### src/rtl/dchan_rx_pkg.sv
package dchan_rx_pkg;
  localparam int unsigned BYTE_W = 8;
  localparam int unsigned FCS_W = 16;
  localparam logic [FCS_W-1:0] FCS_POLY_R = 16'h8408;
  localparam logic [FCS_W-1:0] FCS_PRESET = 16'hFFFF;
  localparam logic [FCS_W-1:0] FCS_GOOD = 16'hF0B8;

  typedef enum logic [1:0] {
    ST_HUNT = 2'd0,
    ST_OPEN = 2'd1,
    ST_DATA = 2'd2
  } rx_state_e;

  function automatic logic [FCS_W-1:0] fcs_step(input logic [FCS_W-1:0] c,
                                                input logic [BYTE_W-1:0] d);
    logic [FCS_W-1:0] r;
    logic fb;
    r = c;
    for (int i = 0; i < int'(BYTE_W); i++) begin
      fb = r[0] ^ d[i];
      r = r >> 1;
      if (fb) r = r ^ FCS_POLY_R;
    end
    return r;
  endfunction
endpackage

### src/rtl/dchan_rx_line.sv
// Ones-run tracking: flag, abort and stuffed-zero detection.
module dchan_rx_line #(
  parameter int unsigned FLAG_RUN = 6
) (
  input  logic clk_i,
  input  logic rst_ni,
  input  logic bit_i,
  input  logic valid_i,
  output logic push_o,
  output logic bit_o,
  output logic flag_o,
  output logic abort_o
);
  localparam int unsigned RUN_MAX = FLAG_RUN + 1;
  localparam int unsigned RUN_W = $clog2(RUN_MAX + 1);

  logic [RUN_W-1:0] run_q;
  logic stuff_w;

  assign flag_o  = valid_i && !bit_i && (run_q == RUN_W'(FLAG_RUN));
  assign stuff_w = valid_i && !bit_i && (run_q == RUN_W'(FLAG_RUN - 1));
  assign abort_o = valid_i && bit_i && (run_q == RUN_W'(FLAG_RUN));
  assign push_o  = valid_i && !flag_o && !stuff_w;
  assign bit_o   = bit_i;

  always_ff @(posedge clk_i or negedge rst_ni) begin
    if (!rst_ni) begin
      run_q <= '0;
    end else if (valid_i) begin
      if (!bit_i) run_q <= '0;
      else if (run_q != RUN_W'(RUN_MAX)) run_q <= run_q + 1'b1;
    end
  end
endmodule

### src/rtl/dchan_rx_deser.sv
// LSB-first byte assembly.
module dchan_rx_deser #(
  parameter int unsigned W = 8
) (
  input  logic                 clk_i,
  input  logic                 rst_ni,
  input  logic                 clr_i,
  input  logic                 push_i,
  input  logic                 bit_i,
  output logic                 done_o,
  output logic [W-1:0]         byte_o,
  output logic [$clog2(W)-1:0] cnt_o
);
  localparam int unsigned CW = $clog2(W);

  logic [W-1:0]  sh_q;
  logic [CW-1:0] cnt_q;

  assign byte_o = {bit_i, sh_q[W-1:1]};
  assign done_o = push_i && (cnt_q == CW'(W - 1));
  assign cnt_o  = cnt_q;

  always_ff @(posedge clk_i or negedge rst_ni) begin
    if (!rst_ni) begin
      sh_q  <= '0;
      cnt_q <= '0;
    end else if (clr_i) begin
      cnt_q <= '0;
    end else if (push_i) begin
      sh_q  <= byte_o;
      cnt_q <= done_o ? '0 : cnt_q + 1'b1;
    end
  end
endmodule

### src/rtl/dchan_rx_fcs.sv
module dchan_rx_fcs
  import dchan_rx_pkg::*;
(
  input  logic              clk_i,
  input  logic              rst_ni,
  input  logic              init_i,
  input  logic              upd_i,
  input  logic [BYTE_W-1:0] byte_i,
  output logic              ok_o
);
  logic [FCS_W-1:0] crc_q;

  assign ok_o = (crc_q == FCS_GOOD);

  always_ff @(posedge clk_i or negedge rst_ni) begin
    if (!rst_ni)     crc_q <= FCS_PRESET;
    else if (init_i) crc_q <= FCS_PRESET;
    else if (upd_i)  crc_q <= fcs_step(crc_q, byte_i);
  end
endmodule

### src/rtl/dchan_frame_rx.sv
module dchan_frame_rx
  import dchan_rx_pkg::*;
#(
  parameter int unsigned FLAG_RUN  = 6,
  parameter int unsigned MIN_BYTES = 4
) (
  input  logic              clk_i,
  input  logic              rst_ni,
  input  logic              rx_bit_i,
  input  logic              rx_bit_valid_i,
  input  logic              rx_abort_cmd_i,
  input  logic              abort_irq_en_i,
  output logic [BYTE_W-1:0] data_o,
  output logic              data_valid_o,
  output logic              data_eop_o,
  output logic              pkt_start_o,
  output logic              pkt_end_o,
  output logic              pkt_abort_o,
  output logic              fcs_ok_o,
  output logic              short_frame_o,
  output logic              pkt_active_o,
  output logic              abort_irq_o
);
  localparam int unsigned BC_W = $clog2(MIN_BYTES + 1);
  localparam int unsigned BIT_CW = $clog2(BYTE_W);
  // bit count left in the deserializer when a flag lands on a byte boundary
  localparam int unsigned ALIGN_CNT = (FLAG_RUN + 1) % BYTE_W;

  logic push_w, lbit_w, flag_w, abort_w;
  logic done_w, fcs_w;
  logic [BYTE_W-1:0] byte_w;
  logic [BIT_CW-1:0] bitcnt_w;

  rx_state_e         state_q;
  logic [BYTE_W-1:0] hold_q, data_q;
  logic [BC_W-1:0]   nbytes_q;
  logic valid_q, eop_q, start_q, end_q, abort_q, ok_q, short_q, active_q;
  logic kill_w;

  dchan_rx_line #(.FLAG_RUN(FLAG_RUN)) u_line (
    .clk_i   (clk_i),
    .rst_ni  (rst_ni),
    .bit_i   (rx_bit_i),
    .valid_i (rx_bit_valid_i),
    .push_o  (push_w),
    .bit_o   (lbit_w),
    .flag_o  (flag_w),
    .abort_o (abort_w)
  );

  dchan_rx_deser #(.W(BYTE_W)) u_deser (
    .clk_i  (clk_i),
    .rst_ni (rst_ni),
    .clr_i  (flag_w),
    .push_i (push_w),
    .bit_i  (lbit_w),
    .done_o (done_w),
    .byte_o (byte_w),
    .cnt_o  (bitcnt_w)
  );

  dchan_rx_fcs u_fcs (
    .clk_i  (clk_i),
    .rst_ni (rst_ni),
    .init_i (flag_w),
    .upd_i  (done_w),
    .byte_i (byte_w),
    .ok_o   (fcs_w)
  );

  assign kill_w = rx_abort_cmd_i || abort_w;

  always_ff @(posedge clk_i or negedge rst_ni) begin
    if (!rst_ni) begin
      state_q  <= ST_HUNT;
      hold_q   <= '0;
      data_q   <= '0;
      nbytes_q <= '0;
      valid_q  <= 1'b0;
      eop_q    <= 1'b0;
      start_q  <= 1'b0;
      end_q    <= 1'b0;
      abort_q  <= 1'b0;
      ok_q     <= 1'b0;
      short_q  <= 1'b0;
      active_q <= 1'b0;
    end else begin
      valid_q <= 1'b0;
      eop_q   <= 1'b0;
      start_q <= 1'b0;
      end_q   <= 1'b0;
      abort_q <= 1'b0;
      unique case (state_q)
        ST_HUNT: begin
          if (flag_w && !rx_abort_cmd_i) state_q <= ST_OPEN;
        end
        ST_OPEN: begin
          if (kill_w) begin
            state_q <= ST_HUNT;
          end else if (done_w) begin
            state_q  <= ST_DATA;
            hold_q   <= byte_w;
            nbytes_q <= BC_W'(1);
            start_q  <= 1'b1;
            active_q <= 1'b1;
          end
        end
        ST_DATA: begin
          if (kill_w) begin
            data_q   <= hold_q;
            valid_q  <= 1'b1;
            eop_q    <= 1'b1;
            end_q    <= 1'b1;
            abort_q  <= 1'b1;
            active_q <= 1'b0;
            state_q  <= ST_HUNT;
          end else if (flag_w) begin
            data_q   <= hold_q;
            valid_q  <= 1'b1;
            eop_q    <= 1'b1;
            end_q    <= 1'b1;
            active_q <= 1'b0;
            ok_q     <= fcs_w && (bitcnt_w == BIT_CW'(ALIGN_CNT));
            short_q  <= (nbytes_q < BC_W'(MIN_BYTES));
            state_q  <= ST_OPEN;
          end else if (done_w) begin
            data_q  <= hold_q;
            valid_q <= 1'b1;
            hold_q  <= byte_w;
            if (nbytes_q != BC_W'(MIN_BYTES)) nbytes_q <= nbytes_q + 1'b1;
          end
        end
        default: state_q <= ST_HUNT;
      endcase
    end
  end

  assign data_o        = data_q;
  assign data_valid_o  = valid_q;
  assign data_eop_o    = eop_q;
  assign pkt_start_o   = start_q;
  assign pkt_end_o     = end_q;
  assign pkt_abort_o   = abort_q;
  assign fcs_ok_o      = ok_q;
  assign short_frame_o = short_q;
  assign pkt_active_o  = active_q;
  assign abort_irq_o   = abort_q && abort_irq_en_i;
endmodule

### config.mk
export PLATFORM = sky130hd
export DESIGN_NAME = dchan_frame_rx
export DESIGN_NICKNAME = d
export VERILOG_FILES = /design/src/rtl/dchan_rx_pkg.sv /design/src/rtl/dchan_rx_line.sv /design/src/rtl/dchan_rx_deser.sv /design/src/rtl/dchan_rx_fcs.sv /design/src/rtl/dchan_frame_rx.sv
export SDC_FILE = /design/constraint.sdc
export NUM_CORES = 1
export LEC_CHECK = 0
export BUFFER_PORTS_ARGS = -buffer_cell sky130_fd_sc_hd__buf_2
export CAP_MARGIN = 20
export CORE_AREA = 10 10 106 108
export DETAILED_ROUTE_END_ITERATION = 12
export DIE_AREA = 0 0 116 118
export SLEW_MARGIN = 20
export SYNTH_ARGS = -nofsm -noshare
export SYNTH_HDL_FRONTEND = slang
export SYNTH_SLANG_ARGS = --single-unit
### constraint.sdc
create_clock -name clk_i -period 2.5 [get_ports clk_i]
set_input_delay 0.125 -clock clk_i [delete_from_list [all_inputs] [get_ports clk_i]]
set_output_delay 0.125 -clock clk_i [all_outputs]
set_load 0.05 [all_outputs]
# Word level (Yosys, flattened, before mapping)
# Index checks and enable logic that the tools add are counted.
[classes] add_sub_neg=3 n_lt_le_gt_ge=1 eq_ne=18 mux=66 n_bitwise=18 n_reduce_logical=29
[ops] op="16-bit 2-to-1 mux" n=24
[ops] op="8-bit 2-to-1 mux" n=7
[ops] op="3-bit 2-to-1 mux" n=11
[ops] op="2-bit NOT with 3-bit output" n=8
[ops] op="16-bit equality test, second input constant" n=1
[ops] op="8-bit one-hot mux with 2 select lines" n=1
[ops] op="1-bit 2-to-1 mux" n=15
[ops] op="1-bit logical AND" n=11
[ops] op="2-bit 2-to-1 mux" n=5
[ops] op="2-bit != test, second input constant" n=5
[ops] op="3-bit by 1-bit adder with 3-bit output, second input constant" n=3
[ops] op="3-bit equality test, second input constant" n=3
[ops] op="3-bit != test, second input constant" n=3
[ops] op="4-bit AND reduction" n=2
[ops] op="1-bit bitwise XOR" n=8
[ops] op="7-bit AND reduction" n=1
[ops] op="2-bit by 1-bit != test with 1-bit output, second input constant" n=3
[ops] op="2-bit one-hot mux with 3 select lines" n=1
[ops] op="3-bit one-hot mux with 2 select lines" n=1
[ops] op="2-bit AND reduction" n=3
[ops] op="3-bit AND reduction" n=2
[ops] op="2-bit nonzero test" n=3
[ops] op="1-bit zero test" n=4
[ops] op="3-bit < comparator, second input constant" n=1
[ops] op="8 further kinds" n=9
[totals] regBits=58 input_bits=6 output_inout_bits=17 elab_cells=150

# Depth between registers and ports, before layout
[depth] ltp_word=37 ltp_mapped=8 ltp_nobuf=6

# By module
# From an unflattened synthesis, not the netlist that was laid out.
[hier_totals] cells_unflattened=239 area_unflattened_um2=3055.4
[by_module_without_submodules] mod="dchan_frame_rx" instances=1 cells_per_inst=97 area_each_um2=1267.5 seq_area_each_um2=700.7
[by_module_without_submodules] mod="dchan_rx_fcs" instances=1 cells_per_inst=85 area_each_um2=1072.3 seq_area_each_um2=420.4
[by_module_without_submodules] mod="dchan_rx_deser" instances=1 cells_per_inst=30 area_each_um2=457.9 seq_area_each_um2=250.2
[by_module_without_submodules] mod="dchan_rx_line" instances=1 cells_per_inst=27 area_each_um2=257.7 seq_area_each_um2=75.1

# Worst setup path after synthesis
# No wires, ideal clock.
[synth_timing] path_type="register to register" startpoint="register u_line.run_q[0]" endpoint="register hold_q[0]" setup_ns=0.125 t_arrival_ns=1.754 required_time_ns=2.375 path_slack_ns=0.621 path_stages_with_launch=8 path_buffers=1 period_less_slack_ns=1.879 path_cell_list="dfrtp_1 inv_1 ha_1 nor2_2 o211ai_1 or3_1 buf_4 mux2_4"
[synth_via] elab_chain_len=10 word_cells_on_any_way=20 classes_between="eq/ne: 5; mux: 5; reduce/logical: 10"
[synth_rtl] item="start: declaration" line="dchan_rx_line.sv:17" rtl="logic [RUN_W-1:0] run_q;"
[synth_rtl] item="start signal: assignment" line="dchan_rx_line.sv:31" rtl="else if (run_q != RUN_W'(RUN_MAX)) run_q <= run_q + 1'b1;"
[synth_rtl] item="3-bit equality test" line="dchan_rx_line.sv:20, dchan_rx_line.sv:22"
[synth_rtl] item="1-bit logical AND" line="dchan_rx_line.sv:20" rtl="assign flag_o = valid_i && !bit_i && (run_q == RUN_W'(FLAG_RUN));"
[synth_rtl] item="1-bit zero test" line="dchan_rx_line.sv:23" rtl="assign push_o = valid_i && !flag_o && !stuff_w;"
[synth_rtl] item="1-bit logical AND (2 in a row)" line="dchan_rx_line.sv:23"
[synth_rtl] item="1-bit logical AND" line="dchan_rx_deser.sv:20" rtl="assign done_o = push_i && (cnt_q == CW'(W - 1));"
[synth_rtl] item="8-bit 2-to-1 mux (3 in a row)"
[synth_rtl] item="8-bit one-hot mux with 2 select lines"
[synth_rtl] item="end signal: assignment" line="dchan_frame_rx.sv:102" rtl="hold_q <= byte_w;"
[synth_rtl] item="end signal: assignment" line="dchan_frame_rx.sv:129" rtl="hold_q <= byte_w;"
[synth_rtl] item="end: declaration" line="dchan_frame_rx.sv:35" rtl="logic [BYTE_W-1:0] hold_q, data_q;"
# Several ways; a longest one is shown, not always the timed one. The select of a mux whose other input is x is not followed.
# A chain may end at the register's enable or synchronous reset.

# Worst setup path in the final report
[layout_timing] startpoint="register u_line.run_q[0]" endpoint="register hold_q[2]"
# The elaborated chain is that of the path after synthesis.

==> results.py <==
metrics = {
    "run_status": {
        "status": "finished, final reports clean",
    },
    "worst_setup_path": {
        "path_max_fanout": 8,
        "reg2reg_to": "hold_q[2]$_DFFE_PN0P_",
        "crit_type": "reg2reg",
        "cp.arrival_ps": 2450,
        "r2r_slack_ps": 270,
        "r2r-start": "u_line.run_q[0]$_DFFE_PN0P_",
        "reg2reg_depth": 6,
        "cp-end-kind": "flip-flop",
        "cpPeakStageDelay_ps": 620,
        "cp_slowest_cell": "or3_1",
        "cp_cell_sequence": "inv_1 > ha_1 > nor2_2 > o211ai_1 > or3_1 > mux2_4",
        "startpoint_type": "flip-flop",
        "required_ps": 2720,
    },
    "global_routing": {
        "antenna_found_initial": 0,
        "grt_pass1_vias": 1797,
        "grt_start_max_net_pins": 35,
        "grt_pass1_wl_mm": 9.17,
        "overflow": 0,
        "grt_usage_pct": 8.43,
    },
    "cts": {
        "insertion_delay_ps": 340,
        "htree_num_levels": 3,
        "clock-sinks": 57,
        "cts_buffers": 9,
        "path_clk_slew_ps": 70,
        "cts_root_buffer": "clkbuf_8",
        "cts_max_path_buffers": 2,
        "post_cts_buffers": 0,
        "tritoncts": "done",
    },
    "yosys": {
        "yosysWarnings": 0,
        "syn_inst": 230,
        "synth_compound_area_share_pct": 11.0,
        "syn_area_sq_mm": 0.00270,
        "synthFlopType": "dfrtp_1",
        "synthAdderAreaFrac_pct": 3.70,
        "avgSynthCellArea_sq_um": 11.8,
        "async_flop_share_pct": 100,
        "synth_fp_nets": 244,
        "ys_ff_latch": 57,
        "yosys.area_share.simple_pct": 10.4,
        "synth-xor-area-share_pct": 8.10,
        "synth_cell_types": 41,
        "synth_edf_count": 0,
        "muxShareOfSynthArea_pct": 10.6,
        "synth_top_family_by_area": "compound AO/OA/AOI/OAI gates",
        "seq_area_frac_synth_pct": 53.5,
    },
    "floorplan": {
        "start_util_pct": 29.7,
        "rows": 35,
        "die-width_um": 116,
        "io_pins": 23,
        "die-height_um": 118,
        "die_area_sq_mm": 0.0137,
        "coreArea_sq_mm": 0.00911,
    },
    "timing": {
        "rsz0062_at_grt": "false",
        "finalCritPeriodShare_pct": 89.2,
        "clock_skew_ps": 6.83,
        "tightest_slew_ps": 586,
        "final.setup.tns_ps": 0,
        "final_max_slew_viol_count": 0,
        "slew_headroom_pct": 60.8,
        "setup_viol": 0,
        "min_period_ps": 2230,
        "fmax_mhz": 448,
        "hold_viol_final": 0,
    },
    "flow_run": {
        "drv_cap": 0,
    },
    "detailed_routing": {
        "routed_wirelength_mm": 5.37,
        "drtAntennaViolNets": 0,
        "drtIter0Drc": 77,
        "via_per_inst": 4.74,
        "drt_first_pass_iters": 4,
        "drt-wirelength-per-cell_um": 14.3,
        "drc": 0,
        "dr_total_vias": 1777,
    },
    "finish": {
        "mostFrequentLayoutCell": "dfrtp_1",
        "final_nets": 273,
        "final_cell_mix": "dfrtp_1, nand2_1, buf_2",
        "n_antenna_cell": 0,
        "drive_gt1_share_pct": 32.6,
        "syn_to_final_growth_pct": 17.4,
        "fin_util_pct": 34.8,
    },
    "power_and_ir_drop": {
        "intPower_mw": 2.22,
        "power_mw": 3.28,
        "switching_share_pct": 32.5,
        "p_leak_nw": 1.46,
        "clock_power_share_pct": 29.9,
        "power.density_mw_per_mm2": 1030,
        "worst_ir_drop_vdd_v": 0.000338,
        "comb_power_share_pct": 28.2,
        "p_seq_share_pct": 41.9,
        "p_switching_mw": 1.07,
    },
    "place": {
        "hpwl_mm": 3.86,
        "port_buffers": 22,
        "place_congestion": 0.782,
    },
    "min_path": {
        "hold_depth": 3,
        "hp-start": "rx_abort_cmd_i",
        "holdPathEnd": "pkt_abort_o$_DFF_PN0_",
        "holdCritPathClass": "in2reg",
    },
}
-- registers in the layout (all words and copies together), names as in the netlist, 2 cells and up --
signal / count
data_o: 8
hold_q: 8
nbytes_q: 3
state_q: 2
u_deser.cnt_o: 3
u_deser.sh_q: 7
u_fcs.crc_q: 16
u_line.run_q: 3
-- power groups by stage --
stage / logic [mW] / clock network [mW] / registers, mW
6_report: 0.925 / 0.981 / 1.38
5_1_grt: 1.05 / 1.05 / 1.41
4_1_cts: 0.934 / 1.00 / 1.38
3_5_place_dp: 0.921 / 0 / 1.39
3_3_place_gp: 0.903 / 0 / 1.39
2_1_floorplan: 0.758 / 0 / 1.34
-- cell families after synthesis --
logic type,count (synthesis)
flip-flops,57
multiplexers,23
XOR/XNOR,25
AO/OA/AOI/OAI,46
adder cells (fa/ha/maj),8
buffers and inverters,15
AND/OR/NAND/NOR,56
-- cells in the mapped netlist, drive strengths merged (2+ instances only) --
cell	number	area share, %
nor3	5	0.93
or3	2	0.46
o211ai	8	2.2
o31ai	2	0.56
xnor2	17	5.5
nand2	23	3.2
ha	8	3.7
xor2	8	2.6
inv	5	0.69
nand3	6	1.1
o21ai	15	2.8
dfrtp	41	38
nand2b	5	1.2
nand4b	3	0.97
nor2	5	0.79
mux2	22	10
buf	8	1.7
clkbuf	2	0.28
a21oi	12	2.4
a41oi	2	0.65
dfstp	16	16
-- worst max-delay path, delay by kind of cell (launching register included) --
kind	cells	cell delay, ps
flip-flops	1	410
buffers and inverters	1	70
AO/OA/AOI/OAI	1	220
multiplexers	1	360
adder cells (fa/ha/maj)	1	270
AND/OR/NAND/NOR	2	770
-- final cells by class --
cell class              count  area, sq um
repair buffers             28          158
clock inverters             7          103
flip-flops and latches     57         1450
clock buffers               9          124
inverters                   5         18.8
fillers                   916         5940
multi-input cells         158         1180
well taps                 111          139
-- per-layer routing --
metal / GRT usage [%] / vias up / part of all wire, %
met5: 0 / - / 0
met1: 11.0 / 861 / 46
met4: 5.16 / 0 / 2.2
li1: - / 869 / -
met3: 2.65 / 9 / 4.8
met2: 11.7 / 38 / 47
-- how the worst max path moves through the flow --
| stage | startpoint | endpoint | slack (ps) | cells past startpoint |
|---|---|---|---|---|
| global route | u_line.run_q[0]$_DFFE_PN0P_ | hold_q[3]$_DFFE_PN0P_ | 130 | 6 |
| CTS | u_line.run_q[0]$_DFFE_PN0P_ | hold_q[2]$_DFFE_PN0P_ | 270 | 6 |
| detailed placement | u_line.run_q[0]$_DFFE_PN0P_ | hold_q[0]$_DFFE_PN0P_ | 280 | 6 |
| global placement | u_line.run_q[0]$_DFFE_PN0P_ | hold_q[0]$_DFFE_PN0P_ | 350 | 6 |
| finish | u_line.run_q[0]$_DFFE_PN0P_ | hold_q[2]$_DFFE_PN0P_ | 270 | 6 |
| floorplan | u_line.run_q[0]$_DFFE_PN0P_ | hold_q[0]$_DFFE_PN0P_ | 620 | 7 |
-- per-stage QoR --
stage	std cells	cell area, sq um	hold WS, ps	setup WS, ps
2_1_floorplan	230	2700	-171	621
3_3_place_gp	358	2940	7.10	353
3_5_place_dp	358	2940	13.1	277
4_1_cts	375	3170	125	274
5_1_grt	375	3170	162	128
6_report	375	3170	133	270
-- timing repair --
action / CTS / global route
endpoints found under the hold margin: 23 / 0
setup endpoints to repair: 0 / 0
gates resized for setup: 0 / 0
hold buffers: 1 / 0
Power figures use the tool's default switching activity.
